### src/rtl/adc_ctrl_pkg.sv
package adc_ctrl_pkg;
  localparam int WORD_W    = 32;
  localparam int CH_LSB    = 24;
  localparam int CH_W      = 4;
  localparam int B_IE      = 21;
  localparam int B_REFSEL  = 19;
  localparam int B_FLAG    = 18;
  localparam int B_EN      = 17;
  localparam int B_SRST    = 16;
  localparam int B_CONV    = 14;
  localparam int DIV_LSB   = 1;
  localparam int DIV_W     = 8;
  localparam int CODE_W    = 10;
  localparam int CODE_MAX  = (1 << CODE_W) - 1;
  localparam logic [WORD_W-1:0] CTRL_RESET = 32'h000C_0001;
endpackage

### src/rtl/adc_conv_timer.sv
module adc_conv_timer #(
  parameter int CONV_CYCLES = 20,
  parameter int DIV_W       = 8
) (
  input  logic             clk,
  input  logic             rst,
  input  logic             start,
  input  logic             stop,
  input  logic [DIV_W-1:0] div,
  output logic             expire
);
  localparam int MAX_TICKS = CONV_CYCLES * 2 * (1 << DIV_W);
  localparam int CNT_W     = $clog2(MAX_TICKS + 1);

  logic [CNT_W-1:0] cnt_q;
  logic             run_q;
  logic [CNT_W-1:0] presc;
  logic [CNT_W-1:0] load;

  always_comb begin
    presc = CNT_W'({1'b0, div}) + CNT_W'(1);
    presc = presc << 1;
    load  = CNT_W'(CONV_CYCLES) * presc - CNT_W'(1);
  end

  assign expire = run_q && (cnt_q == '0);

  always_ff @(posedge clk) begin
    if (rst) begin
      run_q <= 1'b0;
      cnt_q <= '0;
    end else if (start) begin
      run_q <= 1'b1;
      cnt_q <= load;
    end else if (stop || expire) begin
      run_q <= 1'b0;
    end else if (run_q) begin
      cnt_q <= cnt_q - CNT_W'(1);
    end
  end
endmodule

### src/rtl/adc_divider.sv
module adc_divider #(
  parameter int DVD_W = 34,
  parameter int DVS_W = 24
) (
  input  logic             clk,
  input  logic             rst,
  input  logic             start,
  input  logic [DVD_W-1:0] dividend,
  input  logic [DVS_W-1:0] divisor,
  output logic [DVD_W-1:0] quotient
);
  localparam int CNT_W = $clog2(DVD_W + 1);

  logic [DVD_W-1:0] quo_q;
  logic [DVS_W-1:0] rem_q;
  logic [DVS_W-1:0] dvs_q;
  logic [CNT_W-1:0] cnt_q;
  logic [DVS_W:0]   trial;
  logic [DVS_W:0]   diff;
  logic             fits;

  always_comb begin
    trial = {rem_q, quo_q[DVD_W-1]};
    diff  = trial - {1'b0, dvs_q};
    fits  = trial >= {1'b0, dvs_q};
  end

  always_ff @(posedge clk) begin
    if (rst) begin
      quo_q <= '0;
      rem_q <= '0;
      dvs_q <= '0;
      cnt_q <= '0;
    end else if (start) begin
      quo_q <= dividend;
      rem_q <= '0;
      dvs_q <= divisor;
      cnt_q <= CNT_W'(DVD_W);
    end else if (cnt_q != '0) begin
      quo_q <= {quo_q[DVD_W-2:0], fits};
      rem_q <= fits ? diff[DVS_W-1:0] : trial[DVS_W-1:0];
      cnt_q <= cnt_q - CNT_W'(1);
    end
  end

  assign quotient = quo_q;
endmodule

### src/rtl/adc_ctrl_top.sv
module adc_ctrl_top
  import adc_ctrl_pkg::*;
#(
  parameter int NUM_CH      = 8,
  parameter int SAMP_W      = 24,
  parameter int REF_W       = 24,
  parameter int ADDR_W      = 10,
  parameter int CONV_CYCLES = 20
) (
  input  logic                     clk,
  input  logic                     rst,
  input  logic                     bus_wr,
  input  logic                     bus_rd,
  input  logic [ADDR_W-1:0]        bus_addr,
  input  logic [31:0]              bus_wdata,
  output logic [31:0]              bus_rdata,
  input  logic [NUM_CH*SAMP_W-1:0] chan_samples,
  input  logic [REF_W-1:0]         ext_ref,
  input  logic [REF_W-1:0]         int_ref,
  output logic                     irq
);
  localparam int DVD_W = SAMP_W + CODE_W;

  logic [WORD_W-1:0] con_q, con_mid, con_n, wr_word;
  logic [CODE_W-1:0] data_q, data_n, code;
  logic              irq_q, irq_n;
  logic              cap_ok_q;
  logic              ctrl_wr;
  logic              t_start, t_stop, tmr_expire;
  logic [CH_W-1:0]   new_ch;
  logic [SAMP_W-1:0] sel_sample;
  logic [REF_W-1:0]  sel_ref;
  logic [DVD_W-1:0]  quotient;

  assign ctrl_wr = bus_wr && (bus_addr == ADDR_W'(0));
  assign new_ch  = wr_word[CH_LSB +: CH_W];

  // channel mux for the word being written (captured only on a start)
  always_comb begin
    sel_sample = '0;
    for (int i = 0; i < NUM_CH; i++) begin
      if (new_ch == CH_W'(i)) sel_sample = chan_samples[i*SAMP_W +: SAMP_W];
    end
    sel_ref = wr_word[B_REFSEL] ? int_ref : ext_ref;
  end

  // saturation of the divider output
  assign code = (quotient > DVD_W'(CODE_MAX)) ? CODE_W'(CODE_MAX) : quotient[CODE_W-1:0];

  // completion is applied first, then a control write on top of it
  always_comb begin
    con_mid = con_q;
    data_n  = data_q;
    irq_n   = irq_q;
    t_start = 1'b0;
    t_stop  = 1'b0;
    if (tmr_expire && cap_ok_q) begin
      data_n          = code;
      con_mid[B_CONV] = 1'b0;
      if (con_q[B_IE]) begin
        con_mid[B_FLAG] = 1'b1;
        irq_n           = 1'b1;
      end
    end
    con_n   = con_mid;
    wr_word = bus_wdata;
    if (ctrl_wr) begin
      if (bus_wdata[B_FLAG]) begin
        wr_word[B_FLAG] = 1'b0;
        irq_n           = 1'b0;
      end else begin
        wr_word[B_FLAG] = con_mid[B_FLAG];
      end
      if (wr_word[B_SRST]) begin
        con_n  = CTRL_RESET;
        data_n = '0;
        irq_n  = 1'b0;
        t_stop = 1'b1;
      end else begin
        con_n = wr_word;
        if (wr_word[B_EN]) begin
          if (wr_word[B_CONV]) t_start = !con_mid[B_CONV];
          else                 t_stop  = 1'b1;
        end
      end
    end
  end

  always_ff @(posedge clk) begin
    if (rst) begin
      con_q    <= CTRL_RESET;
      data_q   <= '0;
      irq_q    <= 1'b0;
      cap_ok_q <= 1'b0;
    end else begin
      con_q  <= con_n;
      data_q <= data_n;
      irq_q  <= irq_n;
      if (t_start) cap_ok_q <= (32'(new_ch) < NUM_CH);
    end
  end

  always_ff @(posedge clk) begin
    if (rst) begin
      bus_rdata <= '0;
    end else if (bus_rd) begin
      if (bus_addr == ADDR_W'(0))      bus_rdata <= con_q;
      else if (bus_addr == ADDR_W'(1)) bus_rdata <= 32'(data_q);
      else                             bus_rdata <= '0;
    end else begin
      bus_rdata <= '0;
    end
  end

  assign irq = irq_q;

  adc_conv_timer #(
    .CONV_CYCLES(CONV_CYCLES),
    .DIV_W      (DIV_W)
  ) u_timer (
    .clk   (clk),
    .rst   (rst),
    .start (t_start),
    .stop  (t_stop),
    .div   (wr_word[DIV_LSB +: DIV_W]),
    .expire(tmr_expire)
  );

  adc_divider #(
    .DVD_W(DVD_W),
    .DVS_W(REF_W)
  ) u_div (
    .clk     (clk),
    .rst     (rst),
    .start   (t_start),
    .dividend({sel_sample, CODE_W'(0)}),
    .divisor (sel_ref),
    .quotient(quotient)
  );
endmodule

### config.mk
export PLATFORM = sky130hd
export DESIGN_NAME = adc_ctrl_top
export DESIGN_NICKNAME = d
export VERILOG_FILES = /design/src/rtl/adc_ctrl_pkg.sv /design/src/rtl/adc_conv_timer.sv /design/src/rtl/adc_divider.sv /design/src/rtl/adc_ctrl_top.sv
export SDC_FILE = /design/constraint.sdc
export NUM_CORES = 1
export LEC_CHECK = 0
export ABC_AREA = 1
export BUFFER_PORTS_ARGS = -buffer_cell sky130_fd_sc_hd__buf_4
export CAP_MARGIN = 15
export CORE_UTILIZATION = 53
export CTS_BUF_LIST = sky130_fd_sc_hd__clkbuf_16
export CTS_CLUSTER_SIZE = 24
export DETAILED_ROUTE_END_ITERATION = 6
export GPL_TIMING_DRIVEN = 0
export PLACE_DENSITY_LB_ADDON = 0.3
export SLEW_MARGIN = 25
export SYNTH_ARGS = -nofsm -noshare
export SYNTH_HDL_FRONTEND = slang
export SYNTH_SLANG_ARGS = --single-unit
### constraint.sdc
create_clock -name clk -period 3.6 [get_ports clk]
set_input_delay 0.72 -clock clk [delete_from_list [all_inputs] [get_ports clk]]
set_output_delay 0.72 -clock clk [all_outputs]
set_load 0.02 [all_outputs]
==> results of run 1 <==
==> cell type report <==
type	count	area [um^2]	share of cell area
clock buffers	17	425	0.0292
flip-flops and latches	177	3540	0.243
well taps	270	338	0.0232
plain buffers	75	337	0.0231
clock inverters	15	198	0.0136
multi-input cells	1305	6590	0.452
diodes	1	2.50	0.000172
inverters	209	788	0.0540
repair buffers	315	2360	0.162
==> layer usage <==
| layer | global-route usage | share of wire | up-vias |
|---|---|---|---|
| li1 | - | - | 6459 |
| met1 | 0.489 | 0.40 | 6067 |
| met2 | 0.641 | 0.47 | 739 |
| met3 | 0.0753 | 0.095 | 102 |
| met4 | 0.141 | 0.028 | 4 |
| met5 | 0 | 0.00071 | - |
==> sequential cells by signal (all words and copies together) (netlist names) <==
name	count
irq	1
u_div.rem_q	24
con_q	31
u_div.dvs_q	24
u_timer.run_q	1
u_div.cnt_q	6
bus_rdata	31
data_q	10
cap_ok_q	1
u_timer.cnt_q	14
u_div.quotient	34
==> kinds of logic (layout without fill, tap and decap cells) <==
kind of cell,Yosys count,count (layout)
compound gates,277,277
simple gates,939,939
xor+xnor,22,22
mux,24,24
fa+ha+maj,42,42
other cells,1,2
buf+inv,284,631
flops,177,177
==> power groups by stage <==
stage                     Clock [uW]  Sequential [uW]  Combinational (uW)
after global routing            2030             2500                5280
after global placement             0             2490                4510
after CTS                       1960             2460                4660
after floorplan                    0             2430                3330
after detailed placement           0             2500                4610
final                           1960             2480                4780
==> per-stage QoR <==
step	hold slack, ps	area (um^2)	power (uW)	worst slack [ps]
final	434	14600	9220	518
after global routing	442	14600	9810	295
after CTS	431	14600	9080	568
after detailed placement	418	14000	7110	107
after global placement	416	14000	7000	160
after floorplan	408	11300	5760	565
==> final timing paths <==
check / cells after the start / endpoint / slack, ps
max: 19 / u_timer.cnt_q[13] / 520
min: 2 / bus_rdata[18] / 430
max reg2reg: 13 / u_div.rem_q[18] / 970
min reg2reg: 2 / bus_rdata[18] / 430
==> worst reg2reg max path: cells and delay by family (launching register included) <==
kind                       cells  cell delay, ps
buffers and inverters          3             410
DFF                            1             340
adders and majority gates      1             370
and+or+nand+nor                6             620
AOI/OAI and AO/OA              3             770
==> cell usage in the layout, fill, tap and decap left out, types with 4 or more instances in the layout <==
| master | netlist | final |
|---|---|---|
| sky130_fd_sc_hd__nand2_1 | 429 | 429 |
| sky130_fd_sc_hd__buf_4 | 6 | 321 |
| sky130_fd_sc_hd__nor2_1 | 264 | 264 |
| sky130_fd_sc_hd__inv_1 | 203 | 203 |
| sky130_fd_sc_hd__dfxtp_1 | 177 | 177 |
| sky130_fd_sc_hd__nand3_1 | 148 | 148 |
| sky130_fd_sc_hd__a21oi_1 | 104 | 104 |
| sky130_fd_sc_hd__o21ai_0 | 65 | 65 |
| sky130_fd_sc_hd__nand4_1 | 48 | 48 |
| sky130_fd_sc_hd__a211oi_1 | 45 | 45 |
| sky130_fd_sc_hd__ha_1 | 40 | 40 |
| sky130_fd_sc_hd__clkbuf_1 | 39 | 39 |
| sky130_fd_sc_hd__o21ai_1 | 33 | 33 |
| sky130_fd_sc_hd__mux2i_1 | 24 | 24 |
| sky130_fd_sc_hd__buf_2 | 20 | 20 |
| sky130_fd_sc_hd__clkbuf_16 | 0 | 17 |
| sky130_fd_sc_hd__xor2_1 | 15 | 15 |
| sky130_fd_sc_hd__nor3_1 | 15 | 14 |
| sky130_fd_sc_hd__o22ai_1 | 10 | 10 |
| sky130_fd_sc_hd__buf_1 | 9 | 9 |
| sky130_fd_sc_hd__a221oi_1 | 8 | 8 |
| sky130_fd_sc_hd__nor4_1 | 7 | 7 |
| sky130_fd_sc_hd__xnor2_1 | 7 | 7 |
| sky130_fd_sc_hd__nand3b_1 | 6 | 6 |
| sky130_fd_sc_hd__o211ai_1 | 5 | 5 |
| sky130_fd_sc_hd__clkinv_8 | 0 | 5 |
| sky130_fd_sc_hd__nor2_2 | 4 | 4 |
| sky130_fd_sc_hd__inv_2 | 4 | 4 |
| sky130_fd_sc_hd__or2_2 | 4 | 4 |
==> reports/summary.txt, run 1 <==
===========================================================================================
Result of the run                                                              finished, final reports clean
Fraction of the mapped netlist area in compound gates                                 0.141
Vias per cell                                                                          5.61
Total of hold buffers inserted after clock tree synthesis                                 0
Mean post-synth cell area                                                         6.37 um^2
Post-synthesis register bit count                                                       177
Routability congestion estimate from global placement                                  1.03
Net load switching power                                                            4340 uW
Launching element of the worst setup path                                      bus_wdata[3]
Worst skew pair latency                                                              450 ps
Maximum clock path buffer count                                                           2
Yosys top cell area share                                                             0.315
Required time of the critical path                                                  3950 ps
Leakage power summed over all cells                                              0.00715 uW
Net Sw Frac                                                                           0.470
Arrival time of the worst setup path                                                3430 ps
Initial cell density of the core                                                      0.549
Worst setup SP type                                                               input pin
Total standard cell area after synthesis                                         11300 um^2
Flop pwr share                                                                        0.269
Minimum clock period                                                                3080 ps
Largest net degree at the start of global routing                                        22
Critical hold path startpoint                                                     con_q[18]
CTS H-Tree Depth                                                                          4
Number of nets at the end of the flow                                                  2428
Category of the worst setup path capture point                                     register
Area contributors post-synth                                                   sky130_fd_sc_hd__dfxtp_1, sky130_fd_sc_hd__nand2_1, sky130_fd_sc_hd__nor2_1, sky130_fd_sc_hd__inv_1, sky130_fd_sc_hd__nand3_1
Final critical-path share of the clock period                                         0.856
Number of antenna violations at the first check in global routing                         3
Category of cells accounting for the largest share of critical-path delay      simple AND/OR/NAND/NOR gates
Int Pwr                                                                             4880 uW
Mean routed wirelength per cell                                                     17.7 um
Total congestion overflow                                                                 0
Relative contribution of the clock network to total power                             0.213
Buffer and inverter count on the worst path                                               5
Total track usage                                                                     0.384
Netlist cell types                                                                       48
Total core area                                                                  20500 um^2
Final hold vios                                                                           0
Final Util                                                                            0.712
Area leader, netlist                                                           sky130_fd_sc_hd__dfxtp_1
Largest family of logic cells by synthesized area                              simple AND/OR/NAND/NOR gates
Critical-path cell list                                                        buf_4 > nand2_1 > nor2_1 > xor2_1 > ha_1 > ha_1 > fa_1 > inv_1 > nand3_1 > nor2_1 > nand2_1 > inv_1 > nand3_1 > inv_1 > nand2_1 > nand2_1 > nand3_1 > nand2_1 > inv_1
Post-Syn Instances                                                                     1766
Synthesized-area fraction occupied by xor and xnor cells                             0.0171
Detailed-route via count                                                              13371
Number of detailed-route iterations in the first pass                                     6
Number of fill cells                                                                   1764
First-pass GRT wire length                                                         65100 um
Portion of netlist area occupied by mux cells                                        0.0214
Number of I/O port buffers                                                              315
Delay contributed by the slowest stage of the critical path                          460 ps
Clock transition at the registers of the reported paths                               80 ps
Max Cap Viol                                                                              0
Simple logic cell fraction of the synthesized area                                    0.357
Start of the worst register-to-register path                                   u_div.dvs_q[20]
Adder-cell area share of the yosys netlist                                           0.0480
Final instance count without filler cells                                              2384
# IOs                                                                                   319
Cells resized by post-CTS repair                                                          0
Post-Synthesis Net Count                                                               2094
Post-detailed-route count of antenna-violating nets                                       0
Highest-delay cell along the critical path                                     sky130_fd_sc_hd__fa_1
Transition at the pin with the smallest max-transition slack                         815 ps
DRT Wirelength                                                                     42300 um
Cell with the most instances after synthesis                                   sky130_fd_sc_hd__nand2_1
Sink count of the clock tree                                                            177
Proportion of synthesized chip area in sequential cells                               0.315
Number of design-rule violations left by the first detailed-router iteration           1290
Cell seen most often among critical-path stages                                sky130_fd_sc_hd__nand2_1
Total power density per cell area                                               632 nW/um^2
Yosys warnings                                                                            0
Clock root cell                                                                sky130_fd_sc_hd__clkbuf_16
Largest fanout on the critical path                                                       6
Relative slew margins                                                                 0.457
Total Negative Setup Slacks                                                            0 ps
CTS Buf Count                                                                            17
Share of flip-flops with an asynchronous set or reset after synthesis                     0
Overall die area                                                                 21800 um^2
Final worst clock skew                                                              15.0 ps
Synthesis-to-layout area growth                                                       29.6%
Width of the die                                                                     148 um
Worst hold path type                                                             reg -> reg
Via count of the first global-routing pass                                            12652
Critical Setup Path Class                                                         in -> reg
Number of instances in the placed design                                               2351
Achievable Freq                                                                     324 MHz
Number of standard-cell rows in the floorplan                                            52
Drt drc                                                                                   0
Number of pins exceeding their max-slew limit in the final report                         0
Proportion of layout cells with a drive suffix above 1                                0.190
Clock tree from TritonCTS                                                               yes
Number of endpoints failing setup at the final stage                                      0
Count of flip-flops with a built-in enable after synthesis                                0
Setup repair after global routing missed its margin                                   false
Half-perimeter wire length after placement                                         33100 um
List of most frequent post-synthesis cells                                     sky130_fd_sc_hd__nand2_1, sky130_fd_sc_hd__nor2_1, sky130_fd_sc_hd__inv_1, sky130_fd_sc_hd__dfxtp_1, sky130_fd_sc_hd__nand3_1
Die span in y                                                                        148 um
Max IR drop VDD                                                                    0.472 mV
Most used DFF post-synth                                                       sky130_fd_sc_hd__dfxtp_1
Buffers inserted during post-CTS setup optimization                                       0
Proportion of power drawn by combinational gates                                      0.519
===========================================================================================
Power figures use the tool's default switching activity.
==> run 2, diff against run 1 <==
--- a/config.mk
+++ b/config.mk
@@ -8,12 +8,13 @@
 export ABC_AREA = 1
 export BUFFER_PORTS_ARGS = -buffer_cell sky130_fd_sc_hd__buf_4
 export CAP_MARGIN = 15
+export CORE_MARGIN = 1.5
 export CORE_UTILIZATION = 53
 export CTS_BUF_LIST = sky130_fd_sc_hd__clkbuf_16
 export CTS_CLUSTER_SIZE = 24
 export DETAILED_ROUTE_END_ITERATION = 6
 export GPL_TIMING_DRIVEN = 0
-export PLACE_DENSITY_LB_ADDON = 0.3
+export PLACE_DENSITY_LB_ADDON = 0.15
 export SLEW_MARGIN = 25
 export SYNTH_ARGS = -nofsm -noshare
 export SYNTH_HDL_FRONTEND = slang
==> constraint.sdc (replaced) <==
create_clock -name clk -period 3.2 [get_ports clk]
set_input_delay 0.64 -clock clk [delete_from_list [all_inputs] [get_ports clk]]
set_output_delay 0.64 -clock clk [all_outputs]
set_load 0.02 [all_outputs]
==> run 2 against run 1 <==
  * Non-clock buffer count unchanged
  * Flip-flop and latch count unchanged
  * Cell count increased by 0.21%
  * Core utilization decreased by 1.6 points
  * Register-to-register slack got worse by 400 ps
  * Largest cell class unchanged
==> reports/summary.txt, run 2 (synthesis results as in run 1) <==
===========================================================================================
Result of the run                                                              finished, final reports clean
Int Pwr                                                                             5440 uW
Final Power                                                                        10100 uW
Drt drc                                                                                   0
Flop pwr share                                                                        0.275
DRT Wirelength                                                                     40900 um
Worst-case hold slack                                                                435 ps
Initial cell density of the core                                                      0.539
Overall die area                                                                 22100 um^2
Category of cells accounting for the largest share of critical-path delay       adder cells
Number of flip-flops under the largest register name                                     34
First-pass GRT wire length                                                         63300 um
Via count of the first global-routing pass                                            12446
Achievable Freq                                                                     337 MHz
Number of pins exceeding their max-slew limit in the final report                         0
Final critical-path share of the clock period                                         0.928
Width of the die                                                                     149 um
Most common library cell in the layout ignoring fill and taps                  sky130_fd_sc_hd__nand2_1
Total track usage                                                                     0.367
Setup repair after global routing missed its margin                                   false
Launching element of the worst setup path                                      bus_wdata[3]
CTS H-Tree Depth                                                                          4
Largest net degree at the start of global routing                                        19
Total Negative Setup Slacks                                                            0 ps
Total congestion overflow                                                                 0
Max IR drop VDD                                                                    0.627 mV
Final hold vios                                                                           0
Number of I/O port buffers                                                              315
Die span in y                                                                        149 um
Critical hold path startpoint                                                     con_q[20]
Largest fanout on the critical path                                                       6
Number of endpoints failing setup at the final stage                                      0
Worst setup SP type                                                               input pin
Max Cap Viol                                                                              0
Number of detailed-route iterations in the first pass                                     5
Buffer and inverter count on the worst path                                               4
Number of standard-cell rows in the floorplan                                            53
Final Util                                                                            0.696
Transition at the pin with the smallest max-transition slack                        1150 ps
CTS Buf Count                                                                            17
Highest-delay cell along the critical path                                     sky130_fd_sc_hd__fa_1
Mean routed wirelength per cell                                                     17.1 um
Minimum clock period                                                                2970 ps
Cells resized by post-CTS repair                                                          0
Proportion of layout cells with a drive suffix above 1                                0.189
Worst skew pair latency                                                              440 ps
Worst hold path type                                                             reg -> reg
Maximum clock path buffer count                                                           2
Routability congestion estimate from global placement                                 0.999
Critical-path cell list                                                        buf_4 > nand2_1 > nor2_1 > xor2_1 > ha_1 > ha_1 > fa_1 > xor2_1 > nor2_1 > nand2_1 > inv_1 > nand3_1 > inv_1 > nand2_1 > nand2_1 > nand3_1 > nand2_1 > inv_1
Net load switching power                                                            4690 uW
Post-detailed-route count of antenna-violating nets                                       0
Vias per cell                                                                          5.49
Total of hold buffers inserted after clock tree synthesis                                 0
Synthesis-to-layout area growth                                                       29.1%
Delay contributed by the slowest stage of the critical path                          450 ps
Final worst clock skew                                                              14.2 ps
Critical Setup Path Class                                                         in -> reg
Buffers inserted during post-CTS setup optimization                                       0
Slack of the worst reg-to-reg path                                                   570 ps
Arrival time of the worst setup path                                                3310 ps
Clock transition at the registers of the reported paths                               70 ps
Leakage power summed over all cells                                              0.00713 uW
Required time of the critical path                                                  3540 ps
Number of antenna violations at the first check in global routing                         2
Clock tree from TritonCTS                                                               yes
Clock root cell                                                                sky130_fd_sc_hd__clkbuf_16
Half-perimeter wire length after placement                                         32600 um
Total core area                                                                  20900 um^2
Number of fill cells                                                                   1861
Proportion of power drawn by combinational gates                                      0.525
Cell seen most often among critical-path stages                                sky130_fd_sc_hd__nand2_1
Placement Setup Slack                                                               -206 ps
# IOs                                                                                   319
Relative slew margins                                                                 0.225
Start of the worst register-to-register path                                   u_div.dvs_q[4]
Category of the worst setup path capture point                                     register
Detailed-route via count                                                              13106
Relative contribution of the clock network to total power                             0.200
Smallest setup slack after layout                                                    230 ps
Net Sw Frac                                                                           0.463
Sink count of the clock tree                                                            177
Total power density per cell area                                               698 nW/um^2
Number of nets at the end of the flow                                                  2428
Most frequent cells in the layout                                              sky130_fd_sc_hd__nand2_1, sky130_fd_sc_hd__buf_4, sky130_fd_sc_hd__nor2_1, sky130_fd_sc_hd__inv_1, sky130_fd_sc_hd__dfxtp_1
Number of design-rule violations left by the first detailed-router iteration           1143
===========================================================================================
run 2: metal layers:
metal | global-route usage | vias up | wire [um]
met1 | 0.481 | 5952 | 17400
li1 | - | 6460 | -
met4 | 0.139 | 2 | 1190
met2 | 0.588 | 604 | 18600
met3 | 0.0844 | 88 | 3730
met5 | 0 | - | 13
run 2: through the flow:
step           cells  area, um^2
6_report        2389       14500
5_1_grt         2389       14500
3_5_place_dp    2356       14000
2_1_floorplan   1766       11300
3_3_place_gp    2356       14000
4_1_cts         2388       14500
run 2: cell type report:
cell class / count / area, um^2 / share of cell area
timing repair buffer: 315 / 2360 / 0.163
tap: 275 / 344 / 0.0237
sequential: 177 / 3540 / 0.244
antenna: 1 / 2.50 / 0.000172
clock inverter: 15 / 141 / 0.00973
clock buffer: 17 / 425 / 0.0293
buffer: 75 / 337 / 0.0232
inverter: 209 / 788 / 0.0543
multi-input combinational: 1305 / 6580 / 0.453
run 2: worst min-delay path, stage by stage, from the launching register on:
cell	delay (ps)
sky130_fd_sc_hd__dfxtp_1	300
sky130_fd_sc_hd__inv_1	60
sky130_fd_sc_hd__nor2_1	40
run 2: worst paths after layout:
kind	to	cells after the start
setup / recovery	u_timer.cnt_q[13]	18
hold / removal	bus_rdata[20]	2
setup reg to reg	u_div.rem_q[17]	13
hold reg to reg	bus_rdata[20]	2
run 2: power groups by stage:
stage | Clock [uW] | Combinational, uW | Sequential [uW]
after global placement | 0 | 5080 | 2800
after floorplan | 0 | 3750 | 2730
after detailed placement | 0 | 5170 | 2810
after CTS | 2030 | 5210 | 2770
after global routing | 2130 | 5980 | 2810
final | 2030 | 5320 | 2790
==> run 3, diff against run 2 <==
--- a/config.mk
+++ b/config.mk
@@ -5,10 +5,8 @@
 export SDC_FILE = /design/constraint.sdc
 export NUM_CORES = 1
 export LEC_CHECK = 0
-export ABC_AREA = 1
 export BUFFER_PORTS_ARGS = -buffer_cell sky130_fd_sc_hd__buf_4
 export CAP_MARGIN = 15
-export CORE_MARGIN = 1.5
 export CORE_UTILIZATION = 53
 export CTS_BUF_LIST = sky130_fd_sc_hd__clkbuf_16
 export CTS_CLUSTER_SIZE = 24
@@ -18,4 +16,5 @@
 export SLEW_MARGIN = 25
 export SYNTH_ARGS = -nofsm -noshare
 export SYNTH_HDL_FRONTEND = slang
+export SYNTH_HIERARCHICAL = 1
 export SYNTH_SLANG_ARGS = --single-unit
==> run 3 against run 2 <==
  * Sequential power shrank 12%
  * First-iteration DRC count shrank 35%
  * Via count shrank 16%
  * Non-clock buffer count increased by 12
  * Sequential share of layout area increased by 0.061 points
  * Global-route usage is 5.8 points lower
  * Critical path type unchanged
  * Critical endpoint is now u_timer/cnt_q[13]
  * Largest power group unchanged
  * Highest routed layer unchanged
==> reports/summary.txt, run 3 <==
===========================================================================================
Result of the run                                                              finished, final reports clean
Width of the die                                                                     146 um
First-pass GRT wire length                                                         52600 um
Slack of the worst reg-to-reg path                                                   160 ps
Clock root cell                                                                sky130_fd_sc_hd__clkbuf_16
Critical Setup Path Class                                                         in -> reg
Cells on worst reg2reg path                                                              11
Total of hold buffers inserted after clock tree synthesis                                 0
Fraction of the mapped netlist area in compound gates                                 0.180
Adder-cell area share of the yosys netlist                                           0.0477
Total track usage                                                                     0.309
DRT Wirelength                                                                     33700 um
Netlist cell types                                                                       85
Overall die area                                                                 21500 um^2
Total standard cell area after synthesis                                         11100 um^2
Launching element of the worst setup path                                      bus_wdata[1]
Start of the worst register-to-register path                                   u_timer/cnt_q[9]
Die span in y                                                                        146 um
Post-place instance area                                                         13800 um^2
Destination of the worst register-to-register timing path                      u_div/rem_q[10]
Half-perimeter wire length after placement                                         26400 um
List of most frequent post-synthesis cells                                     sky130_fd_sc_hd__dfxtp_1, sky130_fd_sc_hd__nand2_1, sky130_fd_sc_hd__nor2_1, sky130_fd_sc_hd__a21oi_1, sky130_fd_sc_hd__mux2i_1
Achievable Freq                                                                     327 MHz
Simple logic cell fraction of the synthesized area                                    0.210
Largest fanout on the critical path                                                       8
Most common library cell in the layout ignoring fill and taps                  sky130_fd_sc_hd__buf_4
Arrival time of the worst setup path                                                3430 ps
Max IR drop VDD                                                                    0.516 mV
Portion of netlist area occupied by mux cells                                         0.147
Final hold vios                                                                           0
Vias per cell                                                                          5.71
Smallest setup slack after layout                                                    139 ps
Buffers inserted during post-CTS setup optimization                                       0
Proportion of layout cells with a drive suffix above 1                                0.313
Number of endpoints failing setup at the final stage                                      0
Clock transition at the registers of the reported paths                               80 ps
CTS Buf Count                                                                            17
Detailed-route via count                                                              11001
Largest family of logic cells by synthesized area                              simple AND/OR/NAND/NOR gates
Number of pins exceeding their max-slew limit in the final report                         0
Most frequent cells in the layout                                              sky130_fd_sc_hd__buf_4, sky130_fd_sc_hd__dfxtp_1, sky130_fd_sc_hd__nand2_1, sky130_fd_sc_hd__nor2_1, sky130_fd_sc_hd__a21oi_1
Number of fill cells                                                                   1723
Number of design-rule violations left by the first detailed-router iteration            744
Area of the multi-input gates                                                     7060 um^2
Required time of the critical path                                                  3570 ps
Number of flip-flops under the largest register name                                     34
Mean routed wirelength per cell                                                     17.5 um
Number of I/O port buffers                                                              313
Number of detailed-route iterations in the first pass                                     7
Final worst clock skew                                                              13.4 ps
Synthesis-to-layout area growth                                                       31.0%
Worst skew pair latency                                                              440 ps
Sink count of the clock tree                                                            177
Max Cap Viol                                                                              0
Area contributors post-synth                                                   sky130_fd_sc_hd__dfxtp_1, sky130_fd_sc_hd__mux4_2, sky130_fd_sc_hd__nand2_1, sky130_fd_sc_hd__a21oi_1, sky130_fd_sc_hd__mux2i_1
Maximum clock path buffer count                                                           2
Post-synthesis register bit count                                                       177
Post-Syn Instances                                                                     1302
Total power density per cell area                                               568 nW/um^2
CP endpoint                                                                    u_timer/cnt_q[13]
Yosys warnings                                                                            6
Clock tree from TritonCTS                                                               yes
Mean post-synth cell area                                                         8.50 um^2
Transition at the pin with the smallest max-transition slack                         941 ps
Sequential standard cell area                                                     3540 um^2
Initial cell density of the core                                                      0.543
Cell with the most instances after synthesis                                   sky130_fd_sc_hd__dfxtp_1
Number of antenna violations at the first check in global routing                         3
Drt drc                                                                                   0
Placement Setup Slack                                                               -751 ps
Final critical-path share of the clock period                                         0.956
Post-detailed-route count of antenna-violating nets                                       0
Total congestion overflow                                                                 0
Count of flip-flops with a built-in enable after synthesis                                0
Number of nets at the end of the flow                                                  1971
Number of standard-cell rows in the floorplan                                            52
# IOs                                                                                   319
Category of the worst setup path capture point                                     register
Worst hold path type                                                              in -> reg
Cell area after layout                                                           14500 um^2
Minimum clock period                                                                3060 ps
Share of flip-flops with an asynchronous set or reset after synthesis                     0
Synthesized-area fraction occupied by xor and xnor cells                             0.0443
Leakage power summed over all cells                                              0.00607 uW
Worst hold path cell count                                                                2
Largest net degree at the start of global routing                                        21
Total core area                                                                  20400 um^2
Worst-case hold slack                                                                390 ps
Proportion of synthesized chip area in sequential cells                               0.320
Antenna diodes                                                                            0
Routability congestion estimate from global placement                                 0.964
CTS H-Tree Depth                                                                          4
Final Util                                                                            0.712
Via count of the first global-routing pass                                            10442
Most used DFF post-synth                                                       sky130_fd_sc_hd__dfxtp_1
Yosys top cell area share                                                             0.320
Worst setup SP type                                                               input pin
Relative slew margins                                                                 0.368
Area leader, netlist                                                           sky130_fd_sc_hd__dfxtp_1
===========================================================================================
-- run 3: changes by cell type in the layout (fill, tap and decap cells not counted), moves of 28 or more --
cell                      delta
sky130_fd_sc_hd__mux2i_1    +33
sky130_fd_sc_hd__o21ai_0    -31
sky130_fd_sc_hd__nor2_1    -130
sky130_fd_sc_hd__nand4_1    -36
sky130_fd_sc_hd__mux4_2     +35
sky130_fd_sc_hd__nand3_1   -112
sky130_fd_sc_hd__nand2_1   -255
sky130_fd_sc_hd__inv_1     -166
sky130_fd_sc_hd__o21ai_1    -28
-- run 3: metal layers --
layer | track usage | vias to the layer above | wire (um)
met5 | 0 | - | 28
met4 | 0.0760 | 6 | 552
met3 | 0.0722 | 59 | 2670
met2 | 0.500 | 425 | 15700
met1 | 0.415 | 5175 | 14800
li1 | - | 5336 | -
-- run 3: cells by family (layout without fill, tap and decap cells) --
kind of cell | after synthesis | after routing
simple gates | 482 | 482
compound gates | 302 | 302
flops | 177 | 177
buf+inv | 127 | 472
mux | 116 | 116
xor+xnor | 56 | 56
fa+ha+maj | 41 | 41
other cells | 1 | 11
-- run 3: per-stage QoR --
stage          cells  setup TNS (ps)  total power [uW]
2_1_floorplan   1312               0              5010
3_5_place_dp    1895          -27520              6020
4_1_cts         1927               0              8140
5_1_grt         1927           -23.8              8680
6_report        1927               0              8240
3_3_place_gp    1895          -23520              5950
-- run 3: repair_timing --
item,4_1_cts,5_1_grt
endpoints found under the setup margin,80,66
gates resized for setup,11,24
pin swaps,0,2
hold endpoints to repair,0,0
-- run 3: cell type report --
| class | instances | area share |
|---|---|---|
| Inverter | 38 | 0.00984 |
| Tap cell | 270 | 0.0233 |
| Sequential cell | 177 | 0.244 |
| Buffer | 89 | 0.0306 |
| Clock buffer | 17 | 0.0294 |
| Timing Repair Buffer | 313 | 0.162 |
| Clock inverter | 15 | 0.0132 |
| Multi-Input combinational cell | 1008 | 0.487 |
-- run 3: how the worst min path moves through the flow --
stage                   from       endpoint  slack [ps]
2_1_floorplan      con_q[17]      con_q[17]         430
3_3_place_gp       con_q[15]  bus_rdata[15]         440
3_5_place_dp       con_q[27]  bus_rdata[27]         440
4_1_cts        bus_wdata[18]            irq         380
5_1_grt        bus_wdata[18]            irq         380
6_report       bus_wdata[18]            irq         390
-- run 3: critical path, cell delays in order --
cell and delay, ps:
sky130_fd_sc_hd__buf_4 160, sky130_fd_sc_hd__ha_4 180, sky130_fd_sc_hd__nand3_1 120, sky130_fd_sc_hd__xnor2_2 160, sky130_fd_sc_hd__ha_1 350, sky130_fd_sc_hd__fa_1 480, sky130_fd_sc_hd__a21o_1 200, sky130_fd_sc_hd__a21oi_1 220
sky130_fd_sc_hd__o21ai_0 150, sky130_fd_sc_hd__xnor2_1 240, sky130_fd_sc_hd__nand3b_1 160, sky130_fd_sc_hd__xnor2_2 160, sky130_fd_sc_hd__a211oi_2 200
-- run 3: where the power goes --
| part | total (uW) | internal, uW | switching [uW] |
|---|---|---|---|
| combinational | 3670 | 1480 | 2190 |
| sequential | 2460 | 2350 | 113 |
| clock | 2110 | 1060 | 1050 |
| total | 8240 | 4890 | 3350 |
